### src/rtl/staged_watchdog.sv
module staged_watchdog #(
  parameter int          DW          = 32,
  parameter int          AW          = 4,
  parameter int          PW          = 16,
  parameter int          PULSE_W     = 4,
  parameter logic [31:0] UNLOCK_KEY  = 32'h5A5A_C3E1,
  parameter logic [31:0] DEF_TIMEOUT = 32'd1000
) (
  input  logic          clk,
  input  logic          rst_n,
  input  logic          wr_en,
  input  logic [AW-1:0] wr_addr,
  input  logic [DW-1:0] wr_data,
  input  logic [AW-1:0] rd_addr,
  output logic [DW-1:0] rd_data,
  output logic          irq_o,
  output logic          cpu_rst_o,
  output logic          sys_rst_o
);
  localparam logic [AW-1:0] A_CTRL = 0, A_PRE = 1, A_TO0 = 2, A_FEED = 6,
                            A_KEY = 7, A_IEN = 8, A_IRAW = 9, A_ICLR = 10;
  localparam int PCW = $clog2(PULSE_W + 1);

  logic          unlocked, en_q, upd_q, ien_q, iraw_q;
  logic [7:0]    sh_act, ac_act;
  logic [PW-1:0] sh_pre, ac_pre, pcnt;
  logic [DW-1:0] sh_to [4];
  logic [DW-1:0] ac_to [4];
  logic [DW-1:0] cnt;
  logic [1:0]    stage, cur_act;
  logic [PCW-1:0] cpu_cnt, sys_cnt;

  logic we, feed, stop, tick, fire;
  logic [PW-1:0] pre_last;

  assign we       = wr_en && unlocked;
  assign feed     = we && wr_addr == A_FEED;
  assign stop     = !en_q || (we && wr_addr == A_CTRL && !wr_data[0]);
  assign pre_last = (ac_pre == '0) ? '0 : ac_pre - 1'b1;
  assign tick     = !stop && !feed && pcnt == pre_last;
  assign cur_act  = ac_act[2*stage +: 2];
  assign fire     = tick && ({1'b0, cnt} + 1'b1 >= {1'b0, ac_to[stage]});

  assign irq_o     = iraw_q && ien_q;
  assign cpu_rst_o = cpu_cnt != '0;
  assign sys_rst_o = sys_cnt != '0;

  always_ff @(posedge clk or negedge rst_n) begin
    if (!rst_n) begin
      unlocked <= 1'b0; en_q <= 1'b0; upd_q <= 1'b0; ien_q <= 1'b0;
      iraw_q <= 1'b0; sh_act <= '0; ac_act <= '0;
      sh_pre <= PW'(1); ac_pre <= PW'(1); pcnt <= '0;
      cnt <= '0; stage <= '0; cpu_cnt <= '0; sys_cnt <= '0;
      for (int i = 0; i < 4; i++) begin
        sh_to[i] <= DEF_TIMEOUT;
        ac_to[i] <= DEF_TIMEOUT;
      end
    end else begin
      upd_q <= 1'b0;
      if (wr_en && wr_addr == A_KEY) unlocked <= (wr_data == UNLOCK_KEY);
      if (we) begin
        case (wr_addr)
          A_CTRL: begin en_q <= wr_data[0]; sh_act <= wr_data[8:1]; upd_q <= wr_data[9]; end
          A_PRE:  sh_pre <= wr_data[PW-1:0];
          A_IEN:  ien_q <= wr_data[0];
          default: ;
        endcase
        for (int i = 0; i < 4; i++)
          if (wr_addr == A_TO0 + AW'(i)) sh_to[i] <= wr_data;
      end
      if (upd_q) begin
        ac_act <= sh_act;
        ac_pre <= sh_pre;
        for (int i = 0; i < 4; i++) ac_to[i] <= sh_to[i];
      end
      if (stop || feed) begin
        pcnt <= '0; cnt <= '0; stage <= '0;
      end else if (tick) begin
        pcnt <= '0;
        if (fire) begin
          cnt   <= '0;
          stage <= stage + 1'b1;
        end else begin
          cnt <= cnt + 1'b1;
        end
      end else begin
        pcnt <= pcnt + 1'b1;
      end
      if (fire && cur_act == 2'd1) iraw_q <= 1'b1;
      else if (we && wr_addr == A_ICLR && wr_data[0]) iraw_q <= 1'b0;
      if (fire && cur_act == 2'd2) cpu_cnt <= PCW'(PULSE_W);
      else if (cpu_cnt != '0) cpu_cnt <= cpu_cnt - 1'b1;
      if (fire && cur_act == 2'd3) sys_cnt <= PCW'(PULSE_W);
      else if (sys_cnt != '0) sys_cnt <= sys_cnt - 1'b1;
    end
  end

  always_comb begin
    rd_data = '0;
    case (rd_addr)
      A_CTRL: rd_data[9:0] = {upd_q, sh_act, en_q};
      A_PRE:  rd_data[PW-1:0] = sh_pre;
      A_KEY:  rd_data[0] = unlocked;
      A_IEN:  rd_data[0] = ien_q;
      A_IRAW: rd_data[0] = iraw_q;
      default: if (rd_addr >= A_TO0 && rd_addr < A_FEED) rd_data = sh_to[rd_addr - A_TO0];
    endcase
  end

  p_locked_ctrl_r2: assert property (@(posedge clk) disable iff (!rst_n)
    (!unlocked && wr_addr == A_CTRL) |=> $stable(en_q) && $stable(sh_act));
  p_commit_clear_r4: assert property (@(posedge clk) disable iff (!rst_n)
    (upd_q && !(wr_en && wr_addr == A_CTRL)) |=> !upd_q);
  p_pulse_hold_r7: assert property (@(posedge clk) disable iff (!rst_n)
    $rose(cpu_rst_o) |=> cpu_rst_o);
  p_feed_zero_r9: assert property (@(posedge clk) disable iff (!rst_n)
    feed |=> (cnt == '0 && stage == '0));
  p_stopped_idle_r10: assert property (@(posedge clk) disable iff (!rst_n)
    !en_q |-> (cnt == '0 && stage == '0));
  p_irq_gate_r8: assert property (@(posedge clk) disable iff (!rst_n)
    $rose(irq_o) |-> ien_q);
endmodule

### config.mk
export PLATFORM = sky130hd
export DESIGN_NAME = staged_watchdog
export DESIGN_NICKNAME = d
export VERILOG_FILES = /design/src/rtl/staged_watchdog.sv
export SDC_FILE = /design/constraint.sdc
export NUM_CORES = 1
export LEC_CHECK = 0
export ABC_AREA = 1
export ABC_CLOCK_PERIOD_IN_PS = 9470
export BUFFER_PORTS_ARGS = -buffer_cell sky130_fd_sc_hd__buf_4
export CAP_MARGIN = 15
export CORE_MARGIN = 2
export CORE_UTILIZATION = 32
export DETAILED_ROUTE_END_ITERATION = 12
export HOLD_SLACK_MARGIN = 0.08
export PLACE_DENSITY = 0.53
export SYNTH_ARGS = -nofsm -noshare
export SYNTH_HDL_FRONTEND = slang
export SYNTH_SLANG_ARGS = --single-unit
### constraint.sdc
create_clock -name clk -period 9.47 [get_ports clk]
set_clock_uncertainty 0.05 [all_clocks]
set_input_delay 0.4735 -clock clk [delete_from_list [all_inputs] [get_ports clk]]
set_output_delay 0.4735 -clock clk [all_outputs]
set_load 0.02 [all_outputs]
* Yosys cells after proc, flatten, opt, wreduce, memory -nomap -nowiden *
Cells that the tools add are included.

storage, ports and cells
  logic and storage cells = 126
  input port bits = 43
  output and inout port bits = 35
  register bits after elaboration = 365

operators by class
  reduce and logical (&&, ||, !) cells = 42
  $lt $le $gt $ge = 5
  muxes and demuxes = 28
  bitwise operators = 2
  eq/ne operators = 18
  shift operators = 1
  add/sub/neg operators = 8

operator list
  cell                   count
  $mux 32                8
  $bmux 32 s2            2
  $mux 16                4
  $add 32x1->33 const B  1
  $ge 33x32->1           1
  $add 32x1->32 const B  1
  $eq 32x31->1 const B   1
  $pmux 9 s3             1
  $eq 4x3->1 const B     5
  $add 16x1->16 const B  1
  $eq 16x16->1           1
  $eq 4x4->1 const B     4
  $logic_not 16->1       1
  $reduce_and 2->1       8
  $sub 16x1->16 const B  1
  $logic_and 1x1->1      15
  $mux 3                 4
  $pmux 6 s2             1
  $reduce_bool 2->1      5
  $eq 4x1->1 const B     2
  $eq 4x2->1 const B     2
  $logic_not 4->1        2
  $shiftx 8x4->2         1
  $mux 2                 3
  other kinds (19)       29

* Logic depth before layout (Yosys ltp) *
Gate-level depths: netlist (run 1).

  word-level depth = 11
  gate-level depth with buffers = 23
  depth with buffers taken out = 23

* Worst setup path after synthesis (run 1) *
No wires, ideal clock.

  path type = flip-flop to flip-flop
  start = reg cnt[0]
  end = reg cnt[24]
  data arrival time = 3.170 ns
  clock period less this slack = 3.342 ns
  cell stages (with the launch flop) = 21
  path slack = 6.128 ns
  data required time = 9.297 ns
  buffers on the path = 1
  setup time = 0.123 ns
  path through = dfrtp_1 -> ha_1 -> nand2_1 -> inv_1 -> nand4_1 -> nor2_1 -> nand2_1 -> nor3b_1 -> nand2_1 -> xor2_1 -> inv_1 -> ha_1 -> nand4_1 -> or2_2 -> o21ai_0 -> nor2_1 -> nand3_1 -> clkinv_1 -> buf_2 -> nand4_1 -> o21ai_1

between the ends
  word-level cells in the longest chain between the ends = 6
  elaborated cells on any way between the ends = 7
  classes of those cells = add/sub (2); order compare (1); mux (3); reduce/logical (1)

RTL lines
  element                   RTL line  source
  start: declaration        29        logic [DW-1:0] cnt;
  start signal: assignment  84        cnt <= cnt + 1'b1;
  $add 32x1->33             42        assign fire = tick && ({1'b0, cnt} + 1'b1 >= {1'b0, ac_to[stage]});
  $ge 33x32->1              42
  $logic_and 1x1->1         42
  $mux 32 *                 80        if (fire) begin
  $mux 32 *                 78        end else if (tick) begin
  $mux 32 *                 76        if (stop || feed) begin

Every way passes the cells marked *; elsewhere a longest branch is shown, timed or not. The select of a mux whose other input is x is not followed.
A chain may end at the register's enable or synchronous reset.

* Worst setup path after layout (run 1) *
  start = reg cnt[0]
  end = reg sys_cnt[1]

between the ends
  word-level cells in the longest chain between the ends = 5
  elaborated cells on any way between the ends = 6
  classes of those cells = add/sub (1); order compare (1); mux (1); reduce/logical (3)

RTL lines
  element                                      RTL line  source
  $add 32x1->33 *                              42
  $ge 33x32->1 *                               42
  $logic_and 1x1->1 *                          42
  $logic_and 1x1->1 *                          93        if (fire && cur_act == 2'd3) sys_cnt <= PCW'(PULSE_W);
  $mux 3 or $reduce_bool 2->1 (tied branches)  n/a
  end signal: assignment                       93
  end signal: assignment                       94        else if (sys_cnt != '0) sys_cnt <= sys_cnt - 1'b1;
  end: declaration                             31        logic [PCW-1:0] cpu_cnt, sys_cnt;

Every way passes the cells marked *; elsewhere a longest branch is shown, timed or not.

==> summary.md, run 1 <==
| Metric | Value |
|---|---|
| Outcome | `finished clean` |
| Fin cells | `3009` |
| Final Slew Violations | `0` |
| CTS tree | `done` |
| FP Rows | `87` |
| Clock slew at reported path FFs | `0.06 ns` |
| Cells after Synth | `2190` |
| Worst-path fanout max | `16` |
| Main synth FF type | `dfrtp_1` |
| GRT Total Usage | `18.3%` |
| Antenna diodes | `0` |
| Num CTS Buffers | `41` |
| Vias in the first global route | `14900` |
| 1st-iter DRT viols | `1121` |
| Die Wd | `244 microns` |
| Post-synth ARST share | `100%` |
| Hold WS | `0.133 ns` |
| Slew @ Worst Pin | `0.999 ns` |
| Global route overflow | `0` |
| Worst-skew pair later-pin latency | `0.57 ns` |
| Largest net degree at the start of global routing | `115` |
| Syn Area/Cell | `8.41 sq um` |
| Antenna violations before repair | `4` |
| DRT Wirelength | `54.6 mm` |
| WP data arrival | `4.85 ns` |
| Yosys warns | `0` |
| Fillers | `5868` |
| Post-layout min period | `4.46 ns` |
| Register area share after synthesis | `49.9%` |
| Nets | `2303` |
| Setup violators final | `0` |
| Synth Net Count | `2273` |
| Hold Path Class | `input port to flop` |
| Most common cell after layout, fill and taps aside | `nand2_1` |
| Pwr dens | `157 nW/um^2` |
| Drt wl/cell | `18.2 microns` |
| Total Negative Setup Slacks | `0 ns` |
| H-tree depth | `2` |
| Leakage Power | `9.55 nW` |
| Initial core utilization | `32.5%` |
| Most frequent cells in the layout | `518 x nand2_1, 358 x o21ai_0, 313 x dfrtp_1` |
| Startpoint Class | `flop` |
| Dpl cell area | `19700 sq um` |
| Number of synthesized register bits | `365` |
| Required @ worst endpoint | `9.87 ns` |
| Mapped Area | `18400 sq um` |
| Clk buf depth | `3` |
| Root Buffer | `clkbuf_16` |
| Placed cells | `2931` |
| Peak supply drop | `0.000139 V` |
| Postcts setup bufs | `0` |
| Design Area, Final | `21100 sq um` |
| CP Capture Type | `flop` |
| GPL Wtd Cong | `0.858` |
| DRC | `0` |
| Netlist cell types | `43` |
| RSZ-0062 raised after global routing | `no` |
| DR pass1 iterations | `6` |
| Via count | `15100` |
| Fraction of layout cells with a size suffix above 1 | `14.1%` |
| Post-DRT Antenna Nets | `0` |
| Core Region | `56600 sq um` |
| Global-route wire length before repair | `85.9 mm` |
| Max-Cap Viols | `0` |
| Critical path class | `flop to flop` |
| Tcrit/Tclk final | `47.1%` |
| Final hold vios | `0` |
| Detailed-placement wirelength estimate | `36.1 mm` |
| TritonCTS Sinks | `365` |
| Max frequency | `224 MHz` |
| Worst rel slew slack | `32.8%` |
| Area grow syn2layout | `14.4%` |
| Post-synth EDFFs | `0` |
| Die height | `244 microns` |
| # port buffers | `77` |
| Total die area | `59500 sq um` |
| Post-CTS sizing | `0` |
| Via/cell ratio | `5.00` |
| IO Pins | `78` |
[where the power goes]
part / total [mW] / switching (mW) / internal, mW
sequential: 1.56 / 0.000406 / 1.56
combinational: 0.118 / 0.0913 / 0.0272
clock: 1.62 / 0.667 / 0.950
[area by class of cell]
class / count / area, sq um / area share, %
Sequential cell: 365 / 9200 / 43.7
Inverter: 212 / 796 / 3.78
Multi-Input combinational cell: 1502 / 7990 / 37.9
Timing Repair Buffer: 98 / 753 / 3.58
Clock inverter: 11 / 100 / 0.475
Tap cell: 756 / 946 / 4.49
Clock buffer: 65 / 1270 / 6.02
[Yosys cell counts (6+ instances only)]
cell type	count	area, sq um
nor2_2	7	43.8
o21ai_1	12	60.1
nor3_1	18	90.1
o21a_1	17	128
a22oi_1	16	120
nand4_1	64	400
nand3_1	72	360
inv_1	207	777
nor2_1	118	443
o21ai_0	358	1790
dfstp_2	50	1310
xor2_1	31	272
nand2_1	520	1950
clkbuf_1	94	353
a31oi_1	19	119
xnor2_1	6	52.6
mux2_2	75	845
dfrtp_1	315	7880
a32o_1	6	60.1
nor4_1	9	56.3
ha_1	40	500
a21oi_1	88	440
[flip-flops by register name (all words and copies together) (netlist names)]
register  cells
iraw_q        1
sh_to       128
cnt          32
upd_q         1
stage         2
sh_pre       16
en_q          1
ac_act        8
cpu_cnt       3
pcnt         16
ac_to       128
sys_cnt       3
unlocked      1
sh_act        8
ac_pre       16
ien_q         1
[layer usage]
layer	vias up	part of all wire, %	GRT usage, %
met4	2	2.4	5.09
li1	7350	-	-
met3	82	5.0	3.32
met2	365	48	31.0
met5	-	0.024	0
met1	7261	45	24.0
[logic make-up after synthesis]
family / share of synthesized area [%]
AOI/OAI and AO/OA: 15.0
xor gates and xnor gates: 1.76
adders and majority gates: 2.72
buffers and inverters: 6.86
DFF: 49.9
muxes: 4.59
and+or+nand+nor: 19.2
[per-stage QoR]
step | utilization, % | power, mW | setup WS [ns]
floorplan | - | 1.63 | 6.13
global placement | 34.7 | 1.71 | 5.18
detailed placement | 34.7 | 1.71 | 5.10
CTS | 37.2 | 3.34 | 5.09
global route | 37.2 | 3.41 | 4.68
finish | 37.2 | 3.30 | 5.01
[critical path, stage by stage, from the launching register on]
cell and delay (ns):
dfrtp_1 0.41, ha_1 0.19, nand2_1 0.08, inv_1 0.12
nand4_1 0.23, nor2_1 0.33, nand2_1 0.14, nor3b_1 0.33
nand2_1 0.12, xor2_1 0.15, inv_1 0.08, ha_1 0.35
nand4_1 0.10, or2_2 0.28, o21ai_0 0.15, nor2_1 0.06
nand3_1 0.10, nand2_1 0.38, inv_1 0.32, nand4_1 0.20
nand2_1 0.12, inv_1 0.04
[worst paths after layout]
kind,to,slack [ns],start,depth (start not counted)
hold reg to reg,ac_to[99],0.43,ac_to[99],2
max in group asynchronous,ac_to[110],6.66,rst_n,4
hold / removal,en_q,0.13,wr_data[0],3
setup / recovery,sys_cnt[1],5.01,cnt[0],21
min in group asynchronous,sh_to[124],0.51,rst_n,2
setup reg to reg,sys_cnt[1],5.01,cnt[0],21
[timing repair]
action | CTS | global route
setup endpoints to repair | 0 | 0
hold endpoints to repair | 90 | 0
hold buffers | 1 | 0
No activity file was read; power rests on OpenSTA's default activity.
==> inputs of run 2 (changes only) <==
--- a/config.mk
+++ b/config.mk
@@ -6,14 +6,14 @@
 export NUM_CORES = 1
 export LEC_CHECK = 0
 export ABC_AREA = 1
-export ABC_CLOCK_PERIOD_IN_PS = 9470
+export ABC_CLOCK_PERIOD_IN_PS = 4000
 export BUFFER_PORTS_ARGS = -buffer_cell sky130_fd_sc_hd__buf_4
 export CAP_MARGIN = 15
 export CORE_MARGIN = 2
 export CORE_UTILIZATION = 32
 export DETAILED_ROUTE_END_ITERATION = 12
 export HOLD_SLACK_MARGIN = 0.08
-export PLACE_DENSITY = 0.53
+export PLACE_DENSITY = 0.55
 export SYNTH_ARGS = -nofsm -noshare
 export SYNTH_HDL_FRONTEND = slang
 export SYNTH_SLANG_ARGS = --single-unit
==> constraint.sdc (replaced) <==
create_clock -name clk -period 4 [get_ports clk]
set_clock_uncertainty 0.05 [all_clocks]
set_input_delay 0.2 -clock clk [delete_from_list [all_inputs] [get_ports clk]]
set_output_delay 0.2 -clock clk [all_outputs]
set_load 0.02 [all_outputs]
==> summary.md, run 2 (synthesis gave the netlist of run 1 again) <==
| Metric | Value |
|---|---|
| TritonCTS Sinks | `365` |
| Clock Power Share | `48.8%` |
| Critical path class | `flop to flop` |
| Max-Cap Viols | `0` |
| Post-DRT Antenna Nets | `0` |
| Most frequent cells in the layout | `518 x nand2_1, 358 x o21ai_0, 313 x dfrtp_1` |
| Hold Path Class | `input port to async pin` |
| Worst-skew pair later-pin latency | `0.57 ns` |
| Die Wd | `244 microns` |
| Peak supply drop | `0.000262 V` |
| Area grow syn2layout | `17.6%` |
| H-tree depth | `2` |
| Internal power | `6.05 mW` |
| Clock slew at reported path FFs | `0.06 ns` |
| Most used cell along the critical path | `nand2_1` |
| Worst-path fanout max | `5` |
| Placed cells | `2947` |
| Hold WS | `0.205 ns` |
| Fin cells | `3060` |
| Clk buf depth | `3` |
| Nets | `2356` |
| DRC | `0` |
| Dpl cell area | `19900 sq um` |
| Largest net degree at the start of global routing | `100` |
| Final hold vios | `0` |
| Final worst slack | `0.408 ns` |
| Leakage Power | `9.82 nW` |
| RSZ-0062 raised after global routing | `no` |
| Tcrit/Tclk final | `89.8%` |
| Psw | `1.80 mW` |
| Multi-input gate area | `8020 sq um` |
| Pwr dens | `362 nW/um^2` |
| Initial core utilization | `32.5%` |
| Antenna violations before repair | `5` |
| Global route overflow | `0` |
| Startpoint Class | `flop` |
| Num CTS Buffers | `41` |
| Post-layout min period | `3.59 ns` |
| Setup Slack @ Placement | `0.238 ns` |
| 1st-iter DRT viols | `1262` |
| # port buffers | `77` |
| Via count | `15600` |
| DR pass1 iterations | `5` |
| Outcome | `finished clean` |
| Global-route wire length before repair | `87.0 mm` |
| Setup violators final | `0` |
| FF+latch area | `9200 sq um` |
| Combinational Power Share | `4.1%` |
| Largest regs | `ac_to (128), sh_to (128), cnt (32)` |
| GPL Wtd Cong | `0.828` |
| Total die area | `59500 sq um` |
| Crit-path cells | `ha_1 -> nand2_1 -> inv_1 -> nand4_1 -> nor2_1 -> nand2_1 -> nor3b_1 -> nand2_1 -> xor2_1 -> inv_1 -> ha_1 -> nand4_1 -> or2_2 -> o21ai_0 -> nor2_1 -> nand3_1 -> nand2_1 -> inv_2 -> nand3_1 -> o21ai_0` |
| Root Buffer | `clkbuf_16` |
| Antenna diodes | `0` |
| IO Pins | `78` |
| WP data arrival | `4.02 ns` |
| Sequential power share | `47.1%` |
| Design Area, Final | `21700 sq um` |
| GRT Total Usage | `18.4%` |
| Sw Ratio | `22.9%` |
| Final total power | `7.85 mW` |
| Core Util, Final | `38.3%` |
| Most common cell after layout, fill and taps aside | `nand2_1` |
| Max frequency | `278 MHz` |
| Worst rel slew slack | `22.4%` |
| Die height | `244 microns` |
| Fraction of layout cells with a size suffix above 1 | `14.5%` |
| Vias in the first global route | `15200` |
| Fillers | `5830` |
| Required @ worst endpoint | `4.42 ns` |
| CTS tree | `done` |
| Crit-path slowest cell | `dfrtp_1` |
| FP Rows | `87` |
| DRT Wirelength | `54.5 mm` |
| CP Capture Type | `flop` |
| Postcts setup bufs | `0` |
| Final Slew Violations | `0` |
| Detailed-placement wirelength estimate | `35.3 mm` |
| Drt wl/cell | `17.8 microns` |
| Via/cell ratio | `5.11` |
| Total Negative Setup Slacks | `0 ns` |
| CP max stage delay | `0.41 ns` |
| Core Region | `56600 sq um` |
| Slew @ Worst Pin | `1.15 ns` |
==> run 2: what timing repair did <==
item,in CTS,in global routing
hold buffers,39,0
setup endpoints to repair,0,41
hold endpoints to repair,237,0
resized for setup,0,5
==> run 2: routing by layer <==
metal	GRT usage, %	wire length, microns	part of all wire, %
met1	25.2	24500	45
met2	30.0	25800	47
met3	2.78	2720	5.0
met4	5.86	1500	2.8
met5	0	11	0.020
==> run 2: cell type report <==
cell class / instances / area share (%)
clock buffer: 60 / 5.44
tap: 756 / 4.37
clock inverter: 14 / 0.832
multi-input combinational: 1502 / 37.0
inverter: 212 / 3.67
timing repair buffer: 151 / 6.18
sequential: 365 / 42.5
==> run 2: worst paths after layout <==
kind                           start    endpoint  slack [ns]  cells after the start
max in group asynchronous      rst_n   ac_pre[0]        2.72                      3
setup reg to reg              cnt[0]      iraw_q        0.41                     20
hold / removal                 rst_n  ac_to[124]        0.20                      2
setup / recovery              cnt[0]      iraw_q        0.41                     20
min in group clk               wr_en       ien_q        0.23                      6
hold reg to reg            sh_to[99]   ac_to[99]        0.43                      2
==> run 2: power by group through the flow <==
stage	Combinational, mW	Sequential [mW]	Clock, mW
global placement	0.299	3.76	0
global route	0.355	3.69	4.07
finish	0.324	3.70	3.83
detailed placement	0.300	3.76	0
floorplan	0.0893	3.76	0
CTS	0.329	3.70	3.91
==> run 2: worst max-delay path: cells and delay by family (launching register included) <==
family | cells | cell delay [ns]
DFF | 1 | 0.41
buffers and inverters | 3 | 0.34
xor gates and xnor gates | 1 | 0.14
AOI/OAI and AO/OA | 2 | 0.36
adders and majority gates | 2 | 0.51
and+or+nand+nor | 12 | 1.69
